File: config.mk
export PLATFORM = sky130hd
export DESIGN_NAME = pwm_chop_reg
export DESIGN_NICKNAME = d
export VERILOG_FILES = /design/src/rtl/chop_pkg.sv /design/src/rtl/chop_qual.sv /design/src/rtl/chop_seq.sv /design/src/rtl/chop_deadband.sv /design/src/rtl/pwm_chop_reg.sv
export SDC_FILE = /design/constraint.sdc
export NUM_CORES = 1
export LEC_CHECK = 0
export ABC_CLOCK_PERIOD_IN_PS = 2500
export BUFFER_PORTS_ARGS = -buffer_cell sky130_fd_sc_hd__buf_4
export CAP_MARGIN = 20
export CORE_UTILIZATION = 57
export CTS_CLUSTER_SIZE = 16
export DETAILED_ROUTE_END_ITERATION = 8
export PLACE_DENSITY = 0.79
export REMOVE_ABC_BUFFERS = 1
export SLEW_MARGIN = 15
export SYNTH_ARGS = -nofsm -noshare
export SYNTH_HDL_FRONTEND = slang
export SYNTH_SLANG_ARGS = --single-unit
File: constraint.sdc
create_clock -name clk -period 2.5 [get_ports clk]
set_input_delay 0.5 -clock clk [delete_from_list [all_inputs] [get_ports clk]]
set_output_delay 0.5 -clock clk [all_outputs]
set_load 0.005 [all_outputs]
File: src/rtl/chop_pkg.sv
package chop_pkg;

  typedef enum logic [1:0] {
    ST_OFF  = 2'd0,
    ST_ON   = 2'd1,
    ST_FAST = 2'd2,
    ST_SLOW = 2'd3
  } chop_st_t;

  typedef enum logic [1:0] {
    DK_SLOW = 2'd0,
    DK_FAST = 2'd1,
    DK_MIX  = 2'd2
  } decay_t;

  // switch vector bit order: {hs_b, ls_b, hs_a, ls_a}
  localparam logic [3:0] PAT_DIAG_P = 4'b0110; // hs_a + ls_b
  localparam logic [3:0] PAT_DIAG_N = 4'b1001; // hs_b + ls_a
  localparam logic [3:0] PAT_LOWS   = 4'b0101; // ls_a + ls_b

  function automatic logic [3:0] sw_pattern(input chop_st_t st, input logic pol);
    logic [3:0] p;
    case (st)
      ST_ON:   p = pol ? PAT_DIAG_P : PAT_DIAG_N;
      ST_FAST: p = pol ? PAT_DIAG_N : PAT_DIAG_P;
      ST_SLOW: p = PAT_LOWS;
      default: p = 4'b0000;
    endcase
    return p;
  endfunction

  function automatic decay_t pick_decay(input logic [1:0] mode, input logic amix,
                                        input logic [7:0] nxt, input logic [7:0] cur);
    decay_t d;
    case (mode)
      2'd0:    d = DK_SLOW;
      2'd1:    d = DK_FAST;
      2'd2:    d = DK_MIX;
      default: d = (nxt >= cur) ? DK_SLOW : (amix ? DK_MIX : DK_FAST);
    endcase
    return d;
  endfunction

endpackage

File: src/rtl/chop_qual.sv
module chop_qual #(
  parameter int BLANK = 8,
  parameter int FILT  = 3,
  parameter int CW    = 6
) (
  input  logic          clk,
  input  logic          rst_n,
  input  logic          on_phase,
  input  logic          clr,
  input  logic [CW-1:0] cnt,
  input  logic          cmp_in,
  output logic          trip
);
  localparam int FW = $clog2(FILT + 1);

  logic [FW-1:0] run_q, run_d;
  logic          qual;

  always_comb begin
    qual = on_phase && (cnt >= CW'(BLANK)) && cmp_in;
    trip = qual && (run_q == FW'(FILT - 1));
    if (clr || !qual || trip) run_d = '0;
    else                      run_d = run_q + FW'(1);
  end

  always_ff @(posedge clk or negedge rst_n) begin
    if (!rst_n) run_q <= '0;
    else        run_q <= run_d;
  end
endmodule

File: src/rtl/chop_seq.sv
module chop_seq
  import chop_pkg::*;
#(
  parameter int PERIOD    = 64,
  parameter int MIX_SHIFT = 2,
  parameter int LW        = 5,
  parameter int CW        = 6
) (
  input  logic          clk,
  input  logic          rst_n,
  input  logic          trip,
  input  logic [LW-1:0] lim_in,
  input  logic [LW-1:0] next_in,
  input  logic          pol_in,
  input  logic [1:0]    mode_in,
  input  logic          amix_in,
  input  logic [1:0]    sr_in,
  output chop_st_t      st,
  output logic          pol,
  output logic [LW-1:0] lim,
  output logic [1:0]    sr,
  output logic [CW-1:0] cnt,
  output logic          wrap
);
  chop_st_t      st_q, st_d;
  decay_t        dk_q, dk_d;
  logic [CW-1:0] cnt_q, cnt_d;
  logic [CW-1:0] ml_q, ml_d;
  logic [CW-1:0] rem, mlen;
  logic          pol_q;
  logic [LW-1:0] lim_q;
  logic [1:0]    sr_q;
  logic          ld_en;

  always_comb begin
    ld_en = (cnt_q == CW'(PERIOD - 1));
    rem   = CW'(PERIOD - 1) - cnt_q;
    mlen  = rem >> MIX_SHIFT;
    st_d  = st_q;
    ml_d  = ml_q;
    dk_d  = dk_q;
    cnt_d = cnt_q + CW'(1);
    if (ld_en) begin
      cnt_d = '0;
      st_d  = ST_ON;
      ml_d  = '0;
      dk_d  = pick_decay(mode_in, amix_in, 8'(next_in), 8'(lim_in));
    end else begin
      case (st_q)
        ST_ON: if (trip) begin
          case (dk_q)
            DK_SLOW: st_d = ST_SLOW;
            DK_FAST: st_d = ST_FAST;
            default: begin
              if (mlen == '0) st_d = ST_SLOW;
              else begin
                st_d = ST_FAST;
                ml_d = mlen - CW'(1);
              end
            end
          endcase
        end
        ST_FAST: if (dk_q == DK_MIX) begin
          if (ml_q == '0) st_d = ST_SLOW;
          else            ml_d = ml_q - CW'(1);
        end
        default: ;
      endcase
    end
  end

  always_ff @(posedge clk or negedge rst_n) begin
    if (!rst_n) begin
      cnt_q <= CW'(PERIOD - 1);
      st_q  <= ST_OFF;
      ml_q  <= '0;
      dk_q  <= DK_SLOW;
    end else begin
      cnt_q <= cnt_d;
      st_q  <= st_d;
      ml_q  <= ml_d;
      dk_q  <= dk_d;
    end
  end

  always_ff @(posedge clk or negedge rst_n) begin
    if (!rst_n) begin
      pol_q <= 1'b0;
      lim_q <= '0;
      sr_q  <= '0;
    end else if (ld_en) begin
      pol_q <= pol_in;
      lim_q <= lim_in;
      sr_q  <= sr_in;
    end
  end

  assign st   = st_q;
  assign pol  = pol_q;
  assign lim  = lim_q;
  assign sr   = sr_q;
  assign cnt  = cnt_q;
  assign wrap = ld_en;
endmodule

File: src/rtl/chop_deadband.sv
module chop_deadband #(
  parameter int DT_BASE = 1
) (
  input  logic       clk,
  input  logic       rst_n,
  input  logic [3:0] tgt,
  input  logic [1:0] sr,
  output logic [3:0] sw
);
  localparam int DTW = $clog2(DT_BASE * 8) + 1;

  logic [3:0]     goal_q, goal_d, sw_q, sw_d;
  logic [DTW-1:0] dtc_q, dtc_d, dt_len;

  always_comb begin
    dt_len = DTW'(DT_BASE) << sr;
    goal_d = goal_q;
    sw_d   = sw_q;
    dtc_d  = dtc_q;
    if (tgt != goal_q) begin
      goal_d = tgt;
      dtc_d  = dt_len - DTW'(1);
      for (int i = 0; i < 4; i++) sw_d[i] = sw_q[i] & tgt[i];
    end else if (dtc_q != '0) begin
      dtc_d = dtc_q - DTW'(1);
    end else begin
      sw_d = goal_q;
    end
  end

  always_ff @(posedge clk or negedge rst_n) begin
    if (!rst_n) begin
      goal_q <= '0;
      sw_q   <= '0;
      dtc_q  <= '0;
    end else begin
      goal_q <= goal_d;
      sw_q   <= sw_d;
      dtc_q  <= dtc_d;
    end
  end

  assign sw = sw_q;
endmodule

File: src/rtl/pwm_chop_reg.sv
module pwm_chop_reg
  import chop_pkg::*;
#(
  parameter int PERIOD    = 64,
  parameter int BLANK     = 8,
  parameter int FILT      = 3,
  parameter int MIX_SHIFT = 2,
  parameter int DT_BASE   = 1,
  parameter int LW        = 5
) (
  input  logic          clk,
  input  logic          rst_n,
  input  logic          cmp_over,
  input  logic [LW-1:0] lim_in,
  input  logic [LW-1:0] next_in,
  input  logic          pol_in,
  input  logic [1:0]    mode_in,
  input  logic          amix_in,
  input  logic [1:0]    sr_in,
  output logic          hs_a,
  output logic          ls_a,
  output logic          hs_b,
  output logic          ls_b,
  output logic          pwm_out,
  output logic [LW-1:0] lim_out
);
  localparam int CW = $clog2(PERIOD);

  chop_st_t      st;
  logic          pol, wrap, trip;
  logic [LW-1:0] lim;
  logic [1:0]    sr;
  logic [CW-1:0] cnt;
  logic [3:0]    tgt, sw;

  chop_seq #(.PERIOD(PERIOD), .MIX_SHIFT(MIX_SHIFT), .LW(LW), .CW(CW)) u_seq (
    .clk(clk), .rst_n(rst_n), .trip(trip), .lim_in(lim_in), .next_in(next_in),
    .pol_in(pol_in), .mode_in(mode_in), .amix_in(amix_in), .sr_in(sr_in),
    .st(st), .pol(pol), .lim(lim), .sr(sr), .cnt(cnt), .wrap(wrap)
  );

  chop_qual #(.BLANK(BLANK), .FILT(FILT), .CW(CW)) u_qual (
    .clk(clk), .rst_n(rst_n), .on_phase(st == ST_ON), .clr(wrap),
    .cnt(cnt), .cmp_in(cmp_over), .trip(trip)
  );

  assign tgt = sw_pattern(st, pol);

  chop_deadband #(.DT_BASE(DT_BASE)) u_db (
    .clk(clk), .rst_n(rst_n), .tgt(tgt), .sr(sr), .sw(sw)
  );

  assign ls_a    = sw[0];
  assign hs_a    = sw[1];
  assign ls_b    = sw[2];
  assign hs_b    = sw[3];
  assign pwm_out = (st == ST_ON);
  assign lim_out = lim;
endmodule

### Word-level counts from Yosys, hierarchy flattened

Index checks and enable logic that the tools add are counted.

* register bits: 38
* word-level logic and storage cells: 84

* order comparisons: 2
* shift operators: 1
* multiplexer cells: 26
* $add $sub $neg: 7
* bitwise gates (word level): 4
* reduce and logical (&&, ||, !) cells: 16
* equal/unequal tests: 17

Operators by type and width (count)
* 2-to-1 mux 6 bit: 7
* 2-to-1 mux 4 bit: 6
* 2-to-1 mux 2 bit: 7
* zero test 6 bit: 2
* case mux 4 bit (3 select lines): 1
* case mux 6 bit (2 select lines): 1
* == test 2 bit (second input constant): 5
* inequality test 3 bit (second input constant): 3
* case mux 2 bit (2 select lines): 2
* subtractor 4 x 1 -> 4 bit (second input constant): 2
* adder 6 x 1 -> 6 bit (second input constant): 1
* == test 2 x 1 -> 1 bit (second input constant): 3
* == test 6 bit (second input constant): 1
* greater-or-equal comparator 6 x 4 -> 1 bit (second input constant): 1
* inequality test 3 x 1 -> 1 bit (second input constant): 2
* case mux 2 bit (3 select lines): 1
* AND reduction 6 bit: 1
* subtractor 6 x 1 -> 6 bit (second input constant): 1
* subtractor 6 bit (first input constant): 1
* greater-or-equal comparator 5 bit: 1
* subtractor 4 x 1 -> 5 bit (second input constant): 1
* AND 1 bit: 4
* zero test 2 bit: 2
* inequality test 4 bit: 1
* 13 further kinds: 16

### Depth between registers and ports, before layout

Gate-level depths: netlist of run 1.

* depth in word-level cells: 7
* gate-level depth with buffers: 11

### Hierarchy

From an unflattened synthesis of run 1, not the netlist that was laid out.

* cells, all modules: 219
* area total of the unflattened synthesis: 2169.6 µm²

By module, submodules not included
* chop_seq: instances 1, cells an instance 149, sequential area each 608.1 µm², area an instance 1432.6 µm²
* chop_deadband: instances 1, cells an instance 50, sequential area each 300.3 µm², area an instance 573.0 µm²
* chop_qual: instances 1, cells an instance 9, sequential area each 50.0 µm², area an instance 102.6 µm²
* pwm_chop_reg: instances 1, cells an instance 11, sequential area each 0.0 µm², area an instance 61.3 µm²

### Worst setup path after synthesis of run 1

No wires, ideal clock.

* path kind: register to register
* from: reg u_seq.st_q[1] (netlist: u_seq.st[1])
* to: reg u_db.dtc_q[2]
* arrival: 2135 ps
* period minus slack after synthesis: 2256 ps
* setup slack: 244 ps
* path buffers: 2
* stages on the path, launching flop included: 12
* data required time: 2379 ps
* cells stage by stage: dfrtp_1 > buf_6 > or3b_4 > a211oi_2 > a21oi_2 > a21oi_4 > buf_6 > nor3_1 > a21oi_1 > ha_1 > o21ai_0 > o22a_1

* longest elaborated chain between the ends: 4

Ends and longest elaborated chain
* start, declared: RTL line chop_seq.sv:25 `chop_st_t st_q, st_d;`
* start signal, assigned: RTL line chop_seq.sv:80 `st_q <= st_d;`
* == test 2 bit or == test 2 x 1 -> 1 bit (tied branches): RTL line chop_pkg.sv:23 `case (st)`
* case mux 4 bit (3 select lines) *: RTL line chop_pkg.sv:23
* inequality test 4 bit *: RTL line chop_deadband.sv:20 `if (tgt != goal_q) begin`
* 2-to-1 mux 4 bit or nonzero test 2 bit (tied branches)
* end signal, assigned: RTL line chop_deadband.sv:39 `dtc_q <= dtc_d;`
* end, declared: RTL line chop_deadband.sv:13 `logic [DTW-1:0] dtc_q, dtc_d, dt_len;`

Every way passes the cells marked *; elsewhere a longest branch is shown, timed or not.
A chain may end at the register's enable or synchronous reset.

### Final worst setup path of run 1

* from: reg u_seq.st_q[0] (netlist: u_seq.st[0])
* to: reg u_db.dtc_q[2]

Same word-level chain as after synthesis.

==> flow_summary.yaml, run 1 <==
status:
  status: "completed"
critical_path:
  critical_path_required_ns: 2.68
  cp_max_fo: 11
  worstReg2RegStart: "u_seq.st[0]"
  r2r.worst_path.cells: 9
  crit_path_start_kind: "register"
  crit_path_end_kind: "register"
  r2r-end: "u_db.dtc_q[2]"
  crit_arrival_ns: 2.60
  rrSetupSlack_ns: 0.09
  critPathKind: "register to register"
floorplan:
  rows: 21
  die_h_um: 63.27
  start_util_pct: 61.69
  ios: 29
  die_area_sq_um: 4002
  die_w_um: 63.27
  core_sq_um: 3468
cells_and_area:
  antennaDiodeCount: 0
  finalInstanceArea_sq_um: 2555
  drive_gt1_share_pct: 28.24
  postLayoutCoreUtil_pct: 73.67
  area_growth_pct: 19.42
  n_fill_cell: 274
  final_nets: 291
yosys:
  synth.distinct_cells: 53
  synth.top_cell.area_share_pct: 37.43
  ys_warn_count: 0
  synth_edf_count: 0
  syn-cell-area_sq_um: 2140
  synth_cells: 220
  synthTopCellsByArea: "dfrtp_1 (37%), dfstp_2 (7.4%), ha_1 (6.4%)"
  yosysTopAreaCell: "dfrtp_1"
  ys_seq_area_share_pct: 44.80
  synth_top_cells_by_count: "nand2_1 (34), dfrtp_1 (32), a21oi_1 (17)"
  synth_most_common_cell: "nand2_1"
  synthFlopType: "dfrtp_1"
  async_reset_ff_share_pct: 100.0
  synth-seq-cells: 38
  syn_avg_cell_area_sq_um: 9.725
place:
  dp_hpwl_um: 2869
  place_area_sq_um: 2399
  port_buffers: 28
  gp_congestion: 0.7967
cts:
  cts_tree: "built"
  clk_latency_ns: 0.29
  cts-htree-levels: 2
  clockBufferDepth: 2
  cts-buffers-inserted: 5
  root_buffer: "clkbuf_8"
  cts.sinks: 38
  ctsHoldBuffers: 0
  clk_pin_slew_ns: 0.07
pwr:
  vdd_ir_drop_max_v: 0.0003028
  p_leak_nw: 1.210
  power_density_nw_per_um2: 434.8
  power_mw: 1.111
timing:
  fin_crit_ns: 2.415
  finClkSkew_ns: 0.001943
  finalSetupViolCount: 0
  fmax_mhz: 414.1
  tightest_slew_ns: 0.5074
  fin_crit_sh_pct: 96.60
  finalSetupTns_ns: 0
  final-max-slew-violation-count: 0
  slew_headroom_pct: 66.10
  hold_violations: 0
global_route:
  grt_max_degree: 39
  track_usage_pct: 23.33
  antenna_found_initial: 0
  grt_first_pass_wirelength_um: 7286
  grt_pass1_vias: 1641
  overflow: 0
drt:
  dr.pass1.iters: 4
  avgRoutedWirePerCell_um: 13.48
  routed_wl_um: 4152
  drc: 0
  via_per_inst: 5.594
  drtIter0Drc: 113
  drtAntennaViolNets: 0
  vias: 1723
min_path:
  min_path_type: "input pin to asynchronous set/reset pin"
run:
  drv_cap: 0
[where the power goes]
group | switching (mW) | internal [mW] | leakage, nW
logic | 0.0259 | 0.0275 | 0.734
registers | 0.00277 | 0.618 | 0.428
clock network | 0.215 | 0.221 | 0.0472
total | 0.244 | 0.867 | 1.21
[cell usage in the layout, fill, tap and decap left out, types with 4 or more instances in the layout]
master / n
o21ai_0: 14
or3_1: 4
ha_1: 11
buf_4: 42
clkbuf_8: 6
dfstp_2: 6
inv_1: 11
nor2_1: 11
xor2_1: 4
a21oi_1: 17
nor4_1: 4
nor3b_1: 4
dfrtp_1: 32
nor3_1: 6
nand3_1: 4
nand2_1: 34
[cell type report]
class | count | area [sq um] | share of cell area [%]
Clock buffer | 6 | 82.58 | 3.232
Clock inverter | 2 | 12.51 | 0.4897
Inverter | 11 | 41.29 | 1.616
Multi-Input combinational cell | 163 | 1087 | 42.56
Sequential cell | 38 | 958.4 | 37.51
Tap cell | 46 | 57.56 | 2.253
Timing Repair Buffer | 42 | 315.3 | 12.34
[worst max-delay path, cell delays in order (launching register included)]
cell and delay, ns:
dfrtp_1 0.48, nand2b_4 0.22, o22ai_2 0.23, xor2_1 0.44, a21oi_2 0.13, buf_4 0.18
a21oi_1 0.15, ha_1 0.19, o21ai_0 0.08, o22a_1 0.19
[worst max path at each step]
stage                     start       endpoint  slack [ns]
global placement    u_seq.st[0]  u_db.dtc_q[2]        0.17
floorplan           u_seq.st[1]  u_db.dtc_q[2]        0.20
global route        u_seq.st[0]  u_db.dtc_q[2]       -0.01
detailed placement  u_seq.st[0]  u_db.dtc_q[2]        0.08
CTS                 u_seq.st[0]  u_db.dtc_q[2]        0.05
finish              u_seq.st[0]  u_db.dtc_q[2]        0.09
[flip-flops by register name (all words and copies together) (netlist names)]
signal / count
u_qual.run_q: 2
u_db.goal_q: 4
u_seq.ml_q: 6
u_seq.st: 2
u_seq.cnt: 6
u_seq.lim: 5
u_seq.sr: 2
u_db.dtc_q: 4
u_seq.pol: 1
u_db.sw: 4
u_seq.dk_q: 2
[cell families (layout without fill, tap and decap cells)]
kind of cell,after synthesis,after routing,share of synthesized area [%]
xor+xnor,6,6,2.456
compound gates,51,52,16.38
simple gates,86,86,20.82
buf+inv,20,61,4.795
mux,8,8,4.327
fa+ha+maj,11,11,6.433
flops,38,38,44.80
[metrics by stage]
stage,worst slack (ns),hold slack (ns),cells
6_report,0.08509,0.1667,308
3_5_place_dp,0.08150,0.4274,292
3_3_place_gp,0.1732,0.4262,292
5_1_grt,-0.009827,0.1994,308
4_1_cts,0.04898,0.1805,300
2_1_floorplan,0.2004,0.2044,211
[repair_timing]
item	CTS	global route
resized for setup	0	0
endpoints found under the setup margin	0	2
buffers inserted	0	7
[layer usage]
| metal | wire length (um) | part of all wire [%] | global-route usage [%] |
|---|---|---|---|
| met4 | 55 | 1.3 | 6.818 |
| met3 | 204 | 4.9 | 7.246 |
| met2 | 1876 | 45 | 36.56 |
| met1 | 2016 | 49 | 31.01 |
| met5 | 0 | 0 | 0 |
(Power assumes the default switching activity.)
==> run 2: changes to the inputs <==
--- a/config.mk
+++ b/config.mk
@@ -5,6 +5,7 @@
 export SDC_FILE = /design/constraint.sdc
 export NUM_CORES = 1
 export LEC_CHECK = 0
+export ABC_AREA = 1
 export ABC_CLOCK_PERIOD_IN_PS = 2500
 export BUFFER_PORTS_ARGS = -buffer_cell sky130_fd_sc_hd__buf_4
 export CAP_MARGIN = 20
==> flow_summary.yaml, run 2 <==
yosys:
  synth_cells: 283
  syn-cell-area_sq_um: 2197
  synth_most_common_cell: "nand2_1"
  synth_top_cells_by_count: "nand2_1 (73), inv_1 (33), dfrtp_1 (32)"
  ys_seq_area_share_pct: 43.62
  synthFlopType: "dfrtp_1"
  synth_edf_count: 0
  synthTopCellsByArea: "dfrtp_1 (36%), nand2_1 (12%), dfstp_2 (7.2%)"
  synth.top_cell.area_share_pct: 36.45
  synth.distinct_cells: 31
  synth-seq-cells: 38
  async_reset_ff_share_pct: 100.0
  syn_avg_cell_area_sq_um: 7.764
  ys_warn_count: 0
  yosysTopAreaCell: "dfrtp_1"
critical_path:
  rrSetupSlack_ns: 0.28
  r2r-end: "u_seq.ml_q[2]"
  critPathKind: "register to register"
  crit_arrival_ns: 2.44
  crit_path_end_kind: "register"
  crit_path_cell_trace: "ha_1 -> nand4_4 -> nand2_1 -> o21bai_1 -> nand2_1 -> a21oi_2 -> nand3_1 -> o21ai_1"
  cpPeakStageDelay_ns: 0.59
  worstReg2RegStart: "u_seq.cnt[2]"
  slowest_stage: "dfstp_2"
  r2r.worst_path.cells: 8
  crit_family: "simple AND/OR/NAND/NOR gates"
  cp_max_fo: 19
  crit_path_start_kind: "register"
  crit_start: "u_seq.cnt[2]"
  cp_num_buf_inv: 0
  critical_path_required_ns: 2.72
  crit_path_frequent_cell: "nand2_1"
cts:
  cts_tree: "built"
  ctsHoldBuffers: 0
  postCtsSetupBuffers: 0
  root_buffer: "clkbuf_8"
  cts_resized: 0
  cts-buffers-inserted: 5
  cts-htree-levels: 2
  clockBufferDepth: 2
  clk_latency_ns: 0.29
  clk_pin_slew_ns: 0.08
  cts.sinks: 38
floorplan:
  die_w_um: 64.09
  rows: 22
  die_area_sq_um: 4107
  start_util_pct: 59.57
  core_sq_um: 3689
  die_h_um: 64.09
  ios: 29
pwr:
  power_mw: 1.113
  clockPowerShare_pct: 39.9
  power_density_nw_per_um2: 436.8
  comb_power_share_pct: 4.9
  cell_internal_pwr_mw: 0.8633
  p_leak_nw: 1.363
  switchingPower_mw: 0.2494
  vdd_ir_drop_max_v: 0.0002909
  swShare_pct: 22.41
  pwr-share-seq_pct: 55.2
timing:
  fmax_mhz: 451.1
  slew_headroom_pct: 65.03
  rsz0062_at_grt: "false"
  fin_crit_ns: 2.217
  holdWs_ns: 0.1554
  finalSetupViolCount: 0
  finClkSkew_ns: 0.005416
  fin_crit_sh_pct: 88.67
  hold_violations: 0
  finalSetupTns_ns: 0
  final-max-slew-violation-count: 0
  tightest_slew_ns: 0.5246
drt:
  routed_wl_um: 4173
  drtAntennaViolNets: 0
  drtIter0Drc: 113
  avgRoutedWirePerCell_um: 11.46
  via_per_inst: 5.165
  vias: 1880
  route.met3.wl_um: 261
  top_layer: "met4"
  dr.pass1.iters: 4
  wl_met1_um: 2029
  drc: 0
  wl_met2_um: 1830
place:
  place_area_sq_um: 2452
  port_buffers: 28
  dp_hpwl_um: 3089
  dp_cells: 356
  gp_congestion: 0.9030
global_route:
  grt_pass1_vias: 1775
  track_usage_pct: 23.57
  overflow: 0
  grt_max_degree: 39
  antenna_found_initial: 0
  grt_first_pass_wirelength_um: 7590
run:
  drv_cap: 0
cells_and_area:
  antennaDiodeCount: 0
  finalInstanceArea_sq_um: 2547
  stdcell_count: 364
  drive_gt1_share_pct: 21.52
  mostFrequentLayoutCell: "nand2_1"
  area_growth_pct: 15.95
  mostFrequentLayoutCells: "nand2_1 (73), inv_1 (33), dfrtp_1 (32), buf_4 (29), nand3_1 (23)"
  final_nets: 345
status:
  status: "completed"
min_path:
  min_path_type: "input pin to asynchronous set/reset pin"
## run 2: changes by cell type in the layout (fill, tap and decap cells not counted), moves of 6 or more
cell	change
nand2_1	+39
o21ai_0	+6
nand2_2	+9
nor2_1	+9
nand3_1	+19
inv_2	+6
buf_4	-13
inv_1	+22
o21ai_1	+8
## run 2: layout make-up
cell class,instances,area (sq um)
sequential,38,958.4
clock buffer,6,82.58
fill,311,1141
clock inverter,2,12.51
inverter,41,161.4
timing repair buffer,29,217.7
multi-input combinational,200,1055
tap,48,60.06
## run 2: cells by family after synthesis
group | synth area share (%)
fa+ha+maj | 6.264
xor+xnor | 1.196
compound gates | 11.79
flops | 43.62
simple gates | 28.76
buf+inv | 8.371
## run 2: how the worst max path moves through the flow
| stage | slack [ns] | end | depth (start not counted) |
|---|---|---|---|
| after global placement | 0.41 | u_seq.ml_q[2] | 8 |
| final | 0.28 | u_seq.ml_q[2] | 8 |
| after floorplan | 0.51 | u_seq.ml_q[2] | 9 |
| after global routing | 0.08 | u_seq.ml_q[2] | 8 |
| after CTS | 0.27 | u_seq.ml_q[2] | 8 |
| after detailed placement | 0.30 | u_seq.ml_q[2] | 8 |
## run 2: through the flow
step / utilization, % / setup WS, ns
CTS: 69.06 / 0.2740
global route: 69.06 / 0.08084
floorplan: - / 0.5141
detailed placement: 66.49 / 0.3018
finish: 69.06 / 0.2833
global placement: 66.49 / 0.4106
## run 2: metal layers
metal | GRT usage (%) | vias up
li1 | - | 988
met1 | 33.10 | 831
met2 | 36.57 | 54
met3 | 5.179 | 7
met4 | 6.534 | 0
met5 | 0 | -
## run 2: power groups by stage
stage          combinational [mW]  clock, mW  sequential (mW)
3_5_place_dp               0.0563          0            0.626
5_1_grt                    0.0644      0.468            0.615
6_report                   0.0545      0.444            0.615
2_1_floorplan              0.0183          0            0.627
4_1_cts                    0.0564      0.446            0.615
3_3_place_gp               0.0557          0            0.626
## run 2: worst reg2reg max path, cell delays in order, from the launching register on
cell	delay, ns
dfstp_2	0.59
ha_1	0.26
nand4_4	0.27
nand2_1	0.18
o21bai_1	0.12
nand2_1	0.08
a21oi_2	0.41
nand3_1	0.15
o21ai_1	0.10
==> run 3: changes to the inputs <==
--- a/config.mk
+++ b/config.mk
@@ -9,6 +9,7 @@
 export ABC_CLOCK_PERIOD_IN_PS = 2500
 export BUFFER_PORTS_ARGS = -buffer_cell sky130_fd_sc_hd__buf_4
 export CAP_MARGIN = 20
+export CORE_ASPECT_RATIO = 0.6
 export CORE_UTILIZATION = 57
 export CTS_CLUSTER_SIZE = 16
 export DETAILED_ROUTE_END_ITERATION = 8
==> flow_summary.yaml, run 3 (same netlist as run 2, synthesis figures left out) <==
status:
  status: "completed"
critical_path:
  crit_path_end_kind: "register"
  cp_num_buf_inv: 0
  cp_max_fo: 19
  worstReg2RegStart: "u_seq.cnt[2]"
  crit_arrival_ns: 2.48
  r2r.worst_path.cells: 8
  slowest_stage: "dfstp_2"
  crit_path_frequent_cell: "nand2_1"
  crit_family: "simple AND/OR/NAND/NOR gates"
  critPathKind: "register to register"
  crit_path_start_kind: "register"
  critical_path_required_ns: 2.71
  crit_path_cell_trace: "ha_1 -> nand4_4 -> nand2_1 -> o21bai_1 -> nand2_1 -> a21oi_2 -> nand3_1 -> o21ai_1"
  rrSetupSlack_ns: 0.24
  cpPeakStageDelay_ns: 0.59
  r2r-end: "u_seq.ml_q[2]"
floorplan:
  die_w_um: 82.15
  rows: 17
  die_h_um: 50.09
  die_area_sq_um: 4115
  start_util_pct: 59.71
  core_sq_um: 3680
  ios: 29
cells_and_area:
  final_nets: 345
  finalInstanceArea_sq_um: 2531
  mostFrequentLayoutCell: "nand2_1"
  mostFrequentLayoutCells: "nand2_1 (73), inv_1 (33), dfrtp_1 (32), buf_4 (29), nand3_1 (23)"
  area_growth_pct: 15.21
  stdcell_count: 363
  drive_gt1_share_pct: 20.57
  antennaDiodeCount: 0
global_route:
  antenna_found_initial: 0
  track_usage_pct: 25.93
  grt_max_degree: 39
  grt_pass1_vias: 1752
  grt_first_pass_wirelength_um: 7776
  overflow: 0
drt:
  vias: 1930
  drc: 0
  dr.pass1.iters: 4
  drtAntennaViolNets: 0
  routed_wl_um: 4693
  avgRoutedWirePerCell_um: 12.93
  drtIter0Drc: 152
  via_per_inst: 5.317
cts:
  cts_resized: 0
  cts-buffers-inserted: 5
  clk_latency_ns: 0.29
  ctsHoldBuffers: 0
  cts.sinks: 38
  cts_tree: "built"
  postCtsSetupBuffers: 0
  root_buffer: "clkbuf_8"
  clockBufferDepth: 2
  cts-htree-levels: 2
  clk_pin_slew_ns: 0.07
timing:
  finalSetupViolCount: 0
  finalSetupTns_ns: 0
  finClkSkew_ns: 0.002678
  rsz0062_at_grt: "false"
  setup_ws_ns: 0.2379
  slew_headroom_pct: 66.54
  fin_crit_sh_pct: 90.48
  hold_violations: 0
  fmax_mhz: 442.1
  tightest_slew_ns: 0.4973
  fin_crit_ns: 2.262
  final-max-slew-violation-count: 0
pwr:
  power_density_nw_per_um2: 426.3
  vdd_ir_drop_max_v: 0.0002939
  power_mw: 1.079
  p_leak_nw: 1.356
place:
  port_buffers: 28
  dp_hpwl_um: 3526
  gp_congestion: 0.8932
  dp_slack_ns: 0.2552
  place_area_sq_um: 2451
  dp_cells: 355
run:
  drv_cap: 0
min_path:
  min_path_type: "input pin to asynchronous set/reset pin"
[run 3: worst reg2reg max path, delay by kind of cell, from the launching register on]
family	cells	cell delay, ns
fa+ha+maj	1	0.27
flops	1	0.59
compound gates	3	0.63
simple gates	4	0.70
[run 3: how the worst max path moves through the flow]
stage,startpoint,cells past startpoint,to,slack (ns)
after global placement,u_seq.cnt[2],8,u_seq.ml_q[5],0.40
after floorplan,u_seq.cnt[2],9,u_seq.ml_q[2],0.51
after CTS,u_seq.cnt[2],8,u_seq.ml_q[2],0.23
after detailed placement,u_seq.cnt[2],8,u_seq.ml_q[2],0.26
after global routing,u_seq.cnt[2],8,u_seq.ml_q[2],0.06
final,u_seq.cnt[2],8,u_seq.ml_q[2],0.24
[run 3: through the flow]
stage          utilization, %  hold WS [ns]
5_1_grt                 68.79        0.1986
2_1_floorplan               -        0.2044
3_5_place_dp            66.61        0.4170
6_report                68.79        0.1665
3_3_place_gp            66.61        0.4240
4_1_cts                 68.79        0.1812
[run 3: final cells by class]
cell class	count	area, sq um
clock buffer	8	80.08
multi-input combinational	200	1055
timing repair buffer	29	217.7
sequential	38	958.4
inverter	41	161.4
tap	47	58.81
fill	312	1149
[run 3: report_power, final]
group	leakage [nW]	total [mW]	switching (mW)	internal, mW
Clock	0.0395	0.406	0.208	0.198
Combinational	0.890	0.0581	0.0308	0.0272
Sequential	0.426	0.615	0	0.615
[run 3: routing by layer]
layer  GRT usage [%]  up-vias  part of all wire, %
met1           38.38      900                   51
li1                -      983                    -
met4           6.140        0                 0.43
met2           37.88       45                   43
met5               0        -                    0
met3           6.111        2                  5.5
